--- src/rtl/morph_seq_pkg.sv ---
package morph_seq_pkg;

  localparam int INSTR_W = 24;
  localparam int CFG_W   = 15;

  localparam logic [2:0] OPC_EXT = 3'd0;
  localparam logic [2:0] OPC_NOR = 3'd1;
  localparam logic [2:0] OPC_LUN = 3'd2;
  localparam logic [2:0] OPC_STH = 3'd3;
  localparam logic [2:0] OPC_CPE = 3'd4;

  typedef struct packed {
    logic [3:0] op_hi;
    logic [3:0] op_lo;
    logic       wide;
    logic [5:0] route;
  } pe_cfg_t;

  typedef enum logic [3:0] {
    S_IDLE,
    S_FETCH,
    S_LOAD,
    S_DECODE,
    S_CFG,
    S_THR,
    S_BLANK,
    S_PASS,
    S_WAIT,
    S_HALT
  } seq_state_t;

endpackage

--- src/rtl/morph_seq_decode.sv ---
module morph_seq_decode
  import morph_seq_pkg::*;
(
  input  logic [INSTR_W-1:0] instr,
  output logic               is_ext,
  output logic               is_bad,
  output logic               is_nor,
  output logic               is_lun,
  output logic               is_sth,
  output logic               is_cpe,
  output pe_cfg_t            cfg,
  output logic [5:0]         rep_eff,
  output logic [7:0]         thr_hi,
  output logic [7:0]         thr_lo
);

  logic [2:0] opc;

  always_comb begin
    opc     = instr[23:21];
    is_ext  = (opc == OPC_EXT);
    is_nor  = (opc == OPC_NOR);
    is_lun  = (opc == OPC_LUN);
    is_sth  = (opc == OPC_STH);
    is_cpe  = (opc == OPC_CPE);
    is_bad  = (opc > OPC_CPE);
    cfg     = pe_cfg_t'(instr[20:6]);
    rep_eff = (instr[5:0] == 6'd0) ? 6'd1 : instr[5:0];
    thr_hi  = instr[15:8];
    thr_lo  = instr[7:0];
  end

endmodule

--- src/rtl/morph_seq_ptr.sv ---
module morph_seq_ptr #(
  parameter int NUM_PE = 8,
  localparam int PW = $clog2(NUM_PE + 1)
) (
  input  logic          clk,
  input  logic          rst_n,
  input  logic          clr,
  input  logic          adv,
  output logic [PW-1:0] ptr,
  output logic          at_end
);

  logic [PW-1:0] ptr_q, ptr_d;
  logic          ptr_en;

  always_comb begin
    ptr_en = clr | (adv & ~at_end);
    ptr_d  = clr ? '0 : ptr_q + PW'(1);
  end

  always_ff @(posedge clk or negedge rst_n) begin
    if (!rst_n)      ptr_q <= '0;
    else if (ptr_en) ptr_q <= ptr_d;
  end

  assign ptr    = ptr_q;
  assign at_end = (ptr_q == PW'(NUM_PE));

endmodule

--- src/rtl/morph_seq_iter.sv ---
module morph_seq_iter #(
  parameter int MAX_ITER = 16,
  localparam int CW = $clog2(MAX_ITER + 1)
) (
  input  logic clk,
  input  logic rst_n,
  input  logic clr,
  input  logic inc,
  output logic limit_hit
);

  logic [CW-1:0] cnt_q, cnt_d;
  logic          cnt_en;

  always_comb begin
    limit_hit = (cnt_q >= CW'(MAX_ITER));
    cnt_en    = clr | (inc & ~limit_hit);
    cnt_d     = clr ? '0 : cnt_q + CW'(1);
  end

  always_ff @(posedge clk or negedge rst_n) begin
    if (!rst_n)      cnt_q <= '0;
    else if (cnt_en) cnt_q <= cnt_d;
  end

endmodule

--- src/rtl/morph_seq.sv ---
module morph_seq
  import morph_seq_pkg::*;
#(
  parameter int IMEM_DEPTH = 32,
  parameter int NUM_PE     = 8,
  parameter int MAX_ITER   = 16,
  localparam int AW = $clog2(IMEM_DEPTH),
  localparam int PW = $clog2(NUM_PE + 1)
) (
  input  logic               clk,
  input  logic               rst_n,
  input  logic               start,
  output logic               busy,
  output logic               done,
  output logic               err,
  output logic               imem_en,
  output logic [AW-1:0]      imem_addr,
  input  logic [INSTR_W-1:0] imem_rdata,
  output logic               cfg_we,
  output logic [PW-1:0]      cfg_idx,
  output logic [CFG_W-1:0]   cfg_data,
  output logic               thr_we,
  output logic [7:0]         thr_a,
  output logic [7:0]         thr_b,
  output logic               pass_start,
  input  logic               pass_done,
  input  logic               pass_changed
);

  seq_state_t         state_q, state_d;
  logic [AW-1:0]      pc_q, pc_d;
  logic [INSTR_W-1:0] ir_q;
  logic [5:0]         rem_q, rem_d;
  logic               err_q, err_d;
  logic               ir_en;

  logic    d_ext, d_bad, d_nor, d_lun, d_sth, d_cpe;
  pe_cfg_t d_cfg;
  logic [5:0] d_rep;
  logic [7:0] d_thr_hi, d_thr_lo;

  logic          ptr_clr, ptr_adv, at_end;
  logic [PW-1:0] ptr;
  logic          iter_clr, iter_inc, limit_hit;
  logic          blank_sel;

  morph_seq_decode u_dec (
    .instr   (ir_q),
    .is_ext  (d_ext),
    .is_bad  (d_bad),
    .is_nor  (d_nor),
    .is_lun  (d_lun),
    .is_sth  (d_sth),
    .is_cpe  (d_cpe),
    .cfg     (d_cfg),
    .rep_eff (d_rep),
    .thr_hi  (d_thr_hi),
    .thr_lo  (d_thr_lo)
  );

  morph_seq_ptr #(.NUM_PE(NUM_PE)) u_ptr (
    .clk    (clk),
    .rst_n  (rst_n),
    .clr    (ptr_clr),
    .adv    (ptr_adv),
    .ptr    (ptr),
    .at_end (at_end)
  );

  morph_seq_iter #(.MAX_ITER(MAX_ITER)) u_iter (
    .clk       (clk),
    .rst_n     (rst_n),
    .clr       (iter_clr),
    .inc       (iter_inc),
    .limit_hit (limit_hit)
  );

  // next-state logic
  always_comb begin
    state_d    = state_q;
    pc_d       = pc_q;
    rem_d      = rem_q;
    err_d      = err_q;
    ir_en      = 1'b0;
    imem_en    = 1'b0;
    cfg_we     = 1'b0;
    thr_we     = 1'b0;
    pass_start = 1'b0;
    ptr_clr    = 1'b0;
    ptr_adv    = 1'b0;
    iter_clr   = 1'b0;
    iter_inc   = 1'b0;
    blank_sel  = 1'b0;
    unique case (state_q)
      S_IDLE, S_HALT: begin
        if (start) begin
          pc_d    = '0;
          err_d   = 1'b0;
          ptr_clr = 1'b1;
          state_d = S_FETCH;
        end
      end
      S_FETCH: begin
        imem_en = 1'b1;
        state_d = S_LOAD;
      end
      S_LOAD: begin
        ir_en   = 1'b1;
        state_d = S_DECODE;
      end
      S_DECODE: begin
        iter_clr = 1'b1;
        if (d_nor || d_lun) begin
          rem_d   = d_lun ? 6'd1 : d_rep;
          state_d = S_CFG;
        end else if (d_sth) begin
          state_d = S_THR;
        end else if (d_cpe) begin
          state_d = S_BLANK;
        end else begin
          err_d   = d_bad;
          state_d = S_HALT;
        end
      end
      S_CFG: begin
        if ((rem_q != 6'd0) && !at_end) begin
          cfg_we  = 1'b1;
          ptr_adv = 1'b1;
          rem_d   = rem_q - 6'd1;
        end else begin
          state_d = S_PASS;
        end
      end
      S_THR: begin
        thr_we  = 1'b1;
        pc_d    = pc_q + AW'(1);
        state_d = S_FETCH;
      end
      S_BLANK: begin
        blank_sel = 1'b1;
        if (!at_end) begin
          cfg_we  = 1'b1;
          ptr_adv = 1'b1;
        end else begin
          ptr_clr = 1'b1;
          pc_d    = pc_q + AW'(1);
          state_d = S_FETCH;
        end
      end
      S_PASS: begin
        pass_start = 1'b1;
        iter_inc   = 1'b1;
        state_d    = S_WAIT;
      end
      S_WAIT: begin
        if (pass_done) begin
          if (d_lun && pass_changed && !limit_hit) begin
            state_d = S_PASS;
          end else begin
            pc_d    = pc_q + AW'(1);
            state_d = S_FETCH;
          end
        end
      end
      default: state_d = S_IDLE;
    endcase
  end

  // registers
  always_ff @(posedge clk or negedge rst_n) begin
    if (!rst_n) begin
      state_q <= S_IDLE;
      pc_q    <= '0;
      rem_q   <= '0;
      err_q   <= 1'b0;
    end else begin
      state_q <= state_d;
      pc_q    <= pc_d;
      rem_q   <= rem_d;
      err_q   <= err_d;
    end
  end

  always_ff @(posedge clk or negedge rst_n) begin
    if (!rst_n)     ir_q <= '0;
    else if (ir_en) ir_q <= imem_rdata;
  end

  assign busy      = (state_q != S_IDLE) && (state_q != S_HALT);
  assign done      = (state_q == S_HALT);
  assign err       = err_q;
  assign imem_addr = pc_q;
  assign cfg_idx   = ptr;
  assign cfg_data  = blank_sel ? '0 : CFG_W'(d_cfg);
  assign thr_a     = d_thr_hi;
  assign thr_b     = d_thr_lo;

endmodule

--- config.mk ---
export PLATFORM = sky130hd
export DESIGN_NAME = morph_seq
export DESIGN_NICKNAME = d
export VERILOG_FILES = /design/src/rtl/morph_seq_pkg.sv /design/src/rtl/morph_seq_decode.sv /design/src/rtl/morph_seq_ptr.sv /design/src/rtl/morph_seq_iter.sv /design/src/rtl/morph_seq.sv
export SDC_FILE = /design/constraint.sdc
export NUM_CORES = 1
export LEC_CHECK = 0
export BUFFER_PORTS_ARGS = -buffer_cell sky130_fd_sc_hd__buf_4
export CAP_MARGIN = 20
export CORE_MARGIN = 2
export CORE_UTILIZATION = 50
export CTS_BUF_LIST = sky130_fd_sc_hd__clkbuf_2
export DETAILED_ROUTE_END_ITERATION = 8
export PLACE_DENSITY_LB_ADDON = 0.05
export SLEW_MARGIN = 20
export SYNTH_ARGS = -nofsm -noshare
export SYNTH_HDL_FRONTEND = slang
export SYNTH_HIERARCHICAL = 1
export SYNTH_SLANG_ARGS = --single-unit
--- constraint.sdc ---
create_clock -name clk -period 3.8 [get_ports clk]
set_input_delay 0.76 -clock clk [delete_from_list [all_inputs] [get_ports clk]]
set_output_delay 0.76 -clock clk [all_outputs]
set_load 0.05 [all_outputs]
Word-level counts from Yosys, hierarchy flattened

Cells that the tools add are included.

Shift operators: 0
Multipliers: 0
Eq/ne operators: 25
Magnitude comparators: 2
Divide/modulo/power cells: 0
Bitwise operators: 6
Mux-type cells: 39
Reduce and logical (&&, ||, !) cells: 19
Add/subtract/negate cells: 4

Operators with widths:

| cell                                             | number |
|---|---|
| case mux 4 bit (9 select lines)                  | 1 |
| two-way mux 4 bit                                | 8 |
| two-way mux 5 bit                                | 5 |
| two-way mux 6 bit                                | 4 |
| inequality test 2 bit, second input constant     | 10 |
| case mux 5 bit (4 select lines)                  | 1 |
| == test 4 x 3 -> 1 bit, second input constant    | 4 |
| two-way mux 15 bit                               | 1 |
| two-way mux 1 bit                                | 14 |
| == test 4 bit, second input constant             | 3 |
| case mux 6 bit (2 select lines)                  | 1 |
| adder 5 x 1 -> 5 bit, second input constant      | 2 |
| AND reduction 5 bit                              | 2 |
| == test 4 x 2 -> 1 bit, second input constant    | 2 |
| nonzero test 4 bit                               | 2 |
| == test 3 x 2 -> 1 bit, second input constant    | 2 |
| logical NOT 6 bit                                | 1 |
| case mux 1 bit (2 select lines)                  | 3 |
| nonzero test 6 bit                               | 1 |
| subtractor 6 x 1 -> 6 bit, second input constant | 1 |
| >= comparator 5 bit, second input constant       | 1 |
| adder 4 x 1 -> 4 bit, second input constant      | 1 |
| == test 4 x 1 -> 1 bit, second input constant    | 1 |
| logical AND 1 bit                                | 4 |
| 15 further kinds                                 | 20 |

Word-level logic and storage cells: 102
Register bits: 49
Memory bits (read-only): 0
Input port bits: 29
Latch bits: 0
Memories kept: 0
Output and inout port bits: 47
RAM bits: 0

Depth between registers and ports, before layout

Gate-level depths: netlist of the first run.

Word-level depth: 7
Mapped depth: 9
Gate-level depth less buffers: 9

Hierarchy

The synthesis of the first run kept the hierarchy.

Modules (own cells, without submodules):

| module           | seq. area each (µm²) | area an instance (µm²) | instances | cells an instance |
|---|---|---|---|---|
| morph_seq        | 1001.0               | 2224.6                 | 1         | 209 |
| morph_seq_decode | 0.0                  | 316.6                  | 1         | 44 |
| morph_seq_iter   | 125.1                | 261.5                  | 1         | 24 |
| morph_seq_ptr    | 100.1                | 232.7                  | 1         | 24 |

Worst setup path before layout of the first run

Ideal clock, no wire load.

Kind: reg2out
Start point: register u_ptr.ptr_q[0], in the netlist u_ptr/ptr[0]
End point: output port cfg_we
Path buffers: 0
Arrival time: 2.655 ns
Slack: 0.385 ns
Required time: 3.040 ns
Stages on the path, launching flop included: 7
Cells stage by stage: dfrtp_1 -> inv_1 -> ha_1 -> nand2_1 -> nor2_1 -> or4b_1 -> a31oi_1

Word-level cells in the longest chain between the ends: 5
Elaborated cells on any way between the ends: 6
Classes of those cells: eq/ne (1); mux (3); reduce/logical (2)

RTL lines:

| what                              | line                | text |
|---|---|---|
| from (decl)                       | morph_seq_ptr.sv:13 | `logic [PW-1:0] ptr_q, ptr_d;` |
| from (signal assigned)            | morph_seq_ptr.sv:23 | `else if (ptr_en) ptr_q <= ptr_d;` |
| == test 4 bit *                   | morph_seq_ptr.sv:27 | `assign at_end = (ptr_q == PW'(NUM_PE));` |
| named net at_end                  | morph_seq.sv:42     | `logic ptr_clr, ptr_adv, at_end;` |
| logical NOT 1 bit                 | -                   |  |
| logical AND 1 bit                 | morph_seq.sv:126    | `if ((rem_q != 6'd0) && !at_end) begin` |
| two-way mux 1 bit                 | morph_seq.sv:126    |  |
| case mux 1 bit (2 select lines) * | morph_seq.sv:94     | `unique case (state_q)` |
| to (decl)                         | morph_seq.sv:19     | `output logic cfg_we,` |

Mark *: on every way through the listed nets, which the timed path passes. The rest lies on a longest branch.

Final worst setup path of the first run

Ends and elaborated chain as after synthesis.

==> qor.yml, run 1 <==
status: "finished, final reports clean"
cts.clk_slew.worst_paths_ns: 0.28
cts_tree: "yes"
crit_required_ns: 3.04
end_kind: "output port"
area_growth_syn_to_layout_pct: 14.0
die_h_um: 81.9
fin_crit_sh_pct: 88.6
fill_cells: 558
cts_resized: 0
maxCapViolCount: 0
cp.arrival_ns: 2.61
setup_slack_ns: 0.434
vias: 2291
drive_above_1_share_pct: 29.9
max_freq_ghz: 0.297
slew_viol_final: 0
post_cts_buffers: 0
pwr-share-seq_pct: 29.3
cp_slowest_stage_delay_ns: 0.48
start_util_pct: 51.5
cts_hold_buf: 0
die-area_um2: 6700
post-route-min-period_ns: 3.37
grt_pass1_wl_mm: 10.1
grt_antenna_before_repair: 0
cts_max_path_buffers: 2
multi_input_area_um2: 1430
synth_nets: 336
nets: 370
numCtsBuffers: 5
comb_power_share_pct: 61.8
reg2reg_depth: 9
rsz0062_at_grt: "false"
grt.total_usage_pct: 19.4
dp_hpwl_mm: 4.35
yosysWarnings: 6
critPathMaxFanout: 7
seq_area_um2: 1230
finalSetupViolCount: 0
tightestPinTransition_ns: 0.945
wire_per_inst_um: 14.8
ir_worst_vdd_v: 0.000675
synthCells: 300
synth.cell_area_um2: 3030
dp_slack_ns: 0.956
tns_ns: 0
p_leak_nw: 1.54
p_int_mw: 1.57
ant_nets: 0
firstDrtPassIters: 4
hold_viol_final: 0
crit_type: "reg -> out"
grt_pass1_vias: 2145
power.density_nw_per_um2: 949
hold_path.class: "in -> async"
drt_iter0_drc: 145
portBuffers: 75
p_sw_mw: 1.71
core_um2: 5890
path_cells: "inv_1 > ha_1 > nand2_1 > nor2_1 > or4b_1 > a31oi_1 > buf_4"
cts.sinks: 49
gp_congestion: 0.823
grt_max_degree: 50
syn_area_per_cell_um2: 10.1
relSlewSlack_pct: 36.8
routed_wl_mm: 6.08
grt-ovfl-total: 0
skew_ns: 0.0251
antenna_cells: 0
remaining_drc_errors: 0
io_pins: 76
root_buffer: "clkbuf_2"
num_rows: 28
critPathSlowestCell: "dfrtp_1"
h-tree-depth: 2
insertion_delay_ns: 0.44
vias_per_cell: 5.59
switching_share_pct: 52.1
critPathLaunchType: "flip-flop"
clkPwrFrac_pct: 8.8
die_w_um: 81.9
## worst max-delay path, delay by kind of cell, from the launching register on
family,cells,cell delay (ns)
flip-flops,1,0.48
adder cells (fa/ha/maj),1,0.19
AND/OR/NAND/NOR,3,0.71
buffers and inverters,2,0.38
AO/OA/AOI/OAI,1,0.42
## flip-flops by register name, summed over array words and instances, names as in the netlist
register / cells
u_iter/cnt_q: 5
ir_q: 24
state_q: 4
err: 1
rem_q: 6
u_ptr/ptr: 4
imem_addr: 5
## per-layer routing
layer | global-route usage, % | up-vias | routed length [um]
met5 | 0 | - | 0
met1 | 27.5 | 1115 | 2830
met3 | 3.74 | 6 | 268
li1 | - | 1108 | -
met2 | 30.1 | 62 | 2920
met4 | 5.83 | 0 | 59
## cell usage in the layout, fill, tap and decap left out, types with 2 or more instances in the layout
master     instances
nand3_1            4
nor2_1            22
or3_1              3
or4_1              2
nand3b_1           3
o21a_1             4
nand4_1            2
o22ai_1            3
a221o_1            2
a31oi_1            4
nor4_1             2
inv_1             15
nor3_1             4
mux2_1            18
a32oi_1            2
o32ai_1            2
o31ai_1            2
a21oi_1           10
and2_1            15
ha_1               7
or4b_1             3
o2bb2ai_1          5
nand2b_1           7
o21ai_0            2
xor2_1             5
mux2_2            10
nand2_1            5
o21ai_1            5
dfrtp_1           49
and3_1             2
nor3b_1            3
clkbuf_2           5
mux2i_1            2
nand4bb_1          3
buf_4             77
## stage by stage
stage	cell area (um^2)	util [%]	hold slack, ns	power, mW	std cells
6_report	3460	58.7	0.290	3.28	410
5_1_grt	3460	58.7	0.292	3.51	410
4_1_cts	3460	58.7	0.280	3.30	410
3_5_place_dp	3390	57.5	0.471	3.00	402
3_3_place_gp	3390	57.5	0.470	2.98	402
2_1_floorplan	3030	-	0.459	2.70	300
## power by group through the flow
stage	logic (mW)	clock network [mW]	registers, mW
after global placement	2.00	0	0.971
after CTS	2.04	0.303	0.961
after floorplan	1.76	0	0.940
after global routing	2.17	0.326	1.01
final	2.03	0.290	0.962
after detailed placement	2.03	0	0.974
## final cells by class
cell class,instances,share of cell area [%]
well taps,75,2.72
inverters,15,1.63
clock buffers,5,0.724
clock inverters,3,1.27
flip-flops and latches,49,35.5
repair buffers,77,16.7
multi-input cells,186,41.5
## worst paths after layout
| kind | start | to | slack, ns |
|---|---|---|---|
| worst max-delay path | u_ptr/ptr[0] | cfg_we | 0.43 |
| worst min-delay path | rst_n | u_iter/cnt_q[0] | 0.29 |
| worst max register to register | u_ptr/ptr[0] | u_ptr/ptr[2] | 1.24 |
| worst min register to register | ir_q[16] | ir_q[16] | 0.52 |
| max in group asynchronous | rst_n | rem_q[0] | 3.09 |
| min in group clk | imem_rdata[21] | ir_q[21] | 0.50 |
Note: power is estimated with default switching activity, not from simulation.
==> run 2, diff against run 1 <==
Settings changed: MAX_ROUTING_LAYER set to met4.
==> qor.yml, run 2 (synthesis gave the netlist of run 1 again) <==
worst-path-buf-inv: 2
grt-ovfl-total: 0
tns_ns: 0
cts_hold_buf: 0
cts.clk_slew.worst_paths_ns: 0.28
dp_hpwl_mm: 4.35
rsz0062_at_grt: "false"
stdcell_area_um2: 3460
die_h_um: 81.9
largest_register_ff_count: 24
tightestPinTransition_ns: 0.942
portBuffers: 75
numCtsBuffers: 5
most-common-layout-cells: "buf_4 (77), dfrtp_1 (49), nor2_1 (22)"
hold_viol_final: 0
fin_crit_sh_pct: 88.5
cts_max_path_buffers: 2
cp_slowest_stage_delay_ns: 0.48
comb_power_share_pct: 61.8
ir_worst_vdd_v: 0.000675
die_w_um: 81.9
slew_viol_final: 0
maxCapViolCount: 0
grt_pass1_wl_mm: 10.1
grt_antenna_before_repair: 0
drive_above_1_share_pct: 29.9
wire_per_inst_um: 14.9
crit_family: "simple AND/OR/NAND/NOR gates"
root_buffer: "clkbuf_2"
critPathSlowestCell: "dfrtp_1"
die-area_um2: 6700
io_pins: 76
cts_resized: 0
top_register: "ir_q"
routed_wl_mm: 6.11
end_kind: "output port"
placed_area_um2: 3390
p_sw_mw: 1.71
firstDrtPassIters: 4
p_leak_nw: 1.54
remaining_drc_errors: 0
clkPwrFrac_pct: 8.8
finalSetupViolCount: 0
post_cts_buffers: 0
gp_congestion: 0.836
mostFrequentLayoutCell: "buf_4"
grt.total_usage_pct: 20.1
switching_share_pct: 52.1
grt_max_degree: 50
p_int_mw: 1.57
vias: 2283
antenna_cells: 0
num_rows: 28
relSlewSlack_pct: 37.0
insertion_delay_ns: 0.45
path_cells: "inv_1 > ha_1 > nand2_1 > nor2_1 > or4b_1 > a31oi_1 > buf_4"
crit_required_ns: 3.04
drt_iter0_drc: 119
nets: 370
vias_per_cell: 5.57
cts.sinks: 49
pwr-share-seq_pct: 29.4
area_growth_syn_to_layout_pct: 14.0
post-route-min-period_ns: 3.36
hold_path.class: "in -> async"
h-tree-depth: 2
max_freq_ghz: 0.297
power.density_nw_per_um2: 949
finalNonFillerCells: 410
core_um2: 5890
critPathLaunchType: "flip-flop"
reg_top3: "ir_q (24), rem_q (6)"
grt_pass1_vias: 2144
status: "finished, final reports clean"
skew_ns: 0.0313
ant_nets: 0
cts_tree: "yes"
start_util_pct: 51.5
cp.arrival_ns: 2.60
crit_type: "reg -> out"
placed_cells: 402
critPathMaxFanout: 7
post-route-util_pct: 58.7
## run 2: area by class of cell
cell class                 instances  area, um^2
tap                               75        93.8
clock inverter                     3        43.8
multi-input combinational        186        1430
inverter                          15        56.3
sequential                        49        1230
fill                             558        2430
clock buffer                       5        25.0
timing repair buffer              77         578
## run 2: metal layers
layer	up-vias	global-route usage (%)	routed length, um
li1	1109	-	-
met1	1105	27.7	2780
met2	65	30.0	2960
met3	4	3.96	316
met4	0	5.83	45
met5	-	-	0
## run 2: per-stage QoR
stage / hold slack, ns / setup WS, ns / power (mW)
2_1_floorplan: 0.459 / 0.385 / 2.70
3_3_place_gp: 0.470 / 1.04 / 2.98
3_5_place_dp: 0.471 / 0.956 / 3.00
4_1_cts: 0.280 / 0.409 / 3.30
5_1_grt: 0.284 / 0.186 / 3.51
6_report: 0.284 / 0.436 / 3.28
## run 2: worst register-to-register path, stage by stage, from the launching register on
cell and delay [ns]:
dfrtp_1 0.48, inv_1 0.08, ha_1 0.19, nand2_1 0.10, nor2_1 0.13, or4b_1 0.49
a31oi_1 0.42, nand2_1 0.12, or3b_1 0.36, a21oi_1 0.13
## run 2: worst paths after layout
kind,slack (ns),to,start,cells past startpoint
min in group clk,0.49,ir_q[21],imem_rdata[21],2
worst max-delay path,0.44,cfg_we,u_ptr/ptr[0],7
worst min register to register,0.52,ir_q[16],ir_q[16],1
max in group asynchronous,3.08,u_ptr/ptr[1],rst_n,1
worst max register to register,1.24,u_ptr/ptr[2],u_ptr/ptr[0],9
worst min-delay path,0.28,u_iter/cnt_q[0],rst_n,1
## run 2: power by group through the flow
| stage | Combinational [mW] | Sequential (mW) | Clock [mW] |
|---|---|---|---|
| after floorplan | 1.76 | 0.940 | 0 |
| after global placement | 2.00 | 0.971 | 0 |
| after detailed placement | 2.03 | 0.974 | 0 |
| after CTS | 2.04 | 0.961 | 0.303 |
| after global routing | 2.17 | 1.01 | 0.328 |
| final | 2.03 | 0.963 | 0.290 |
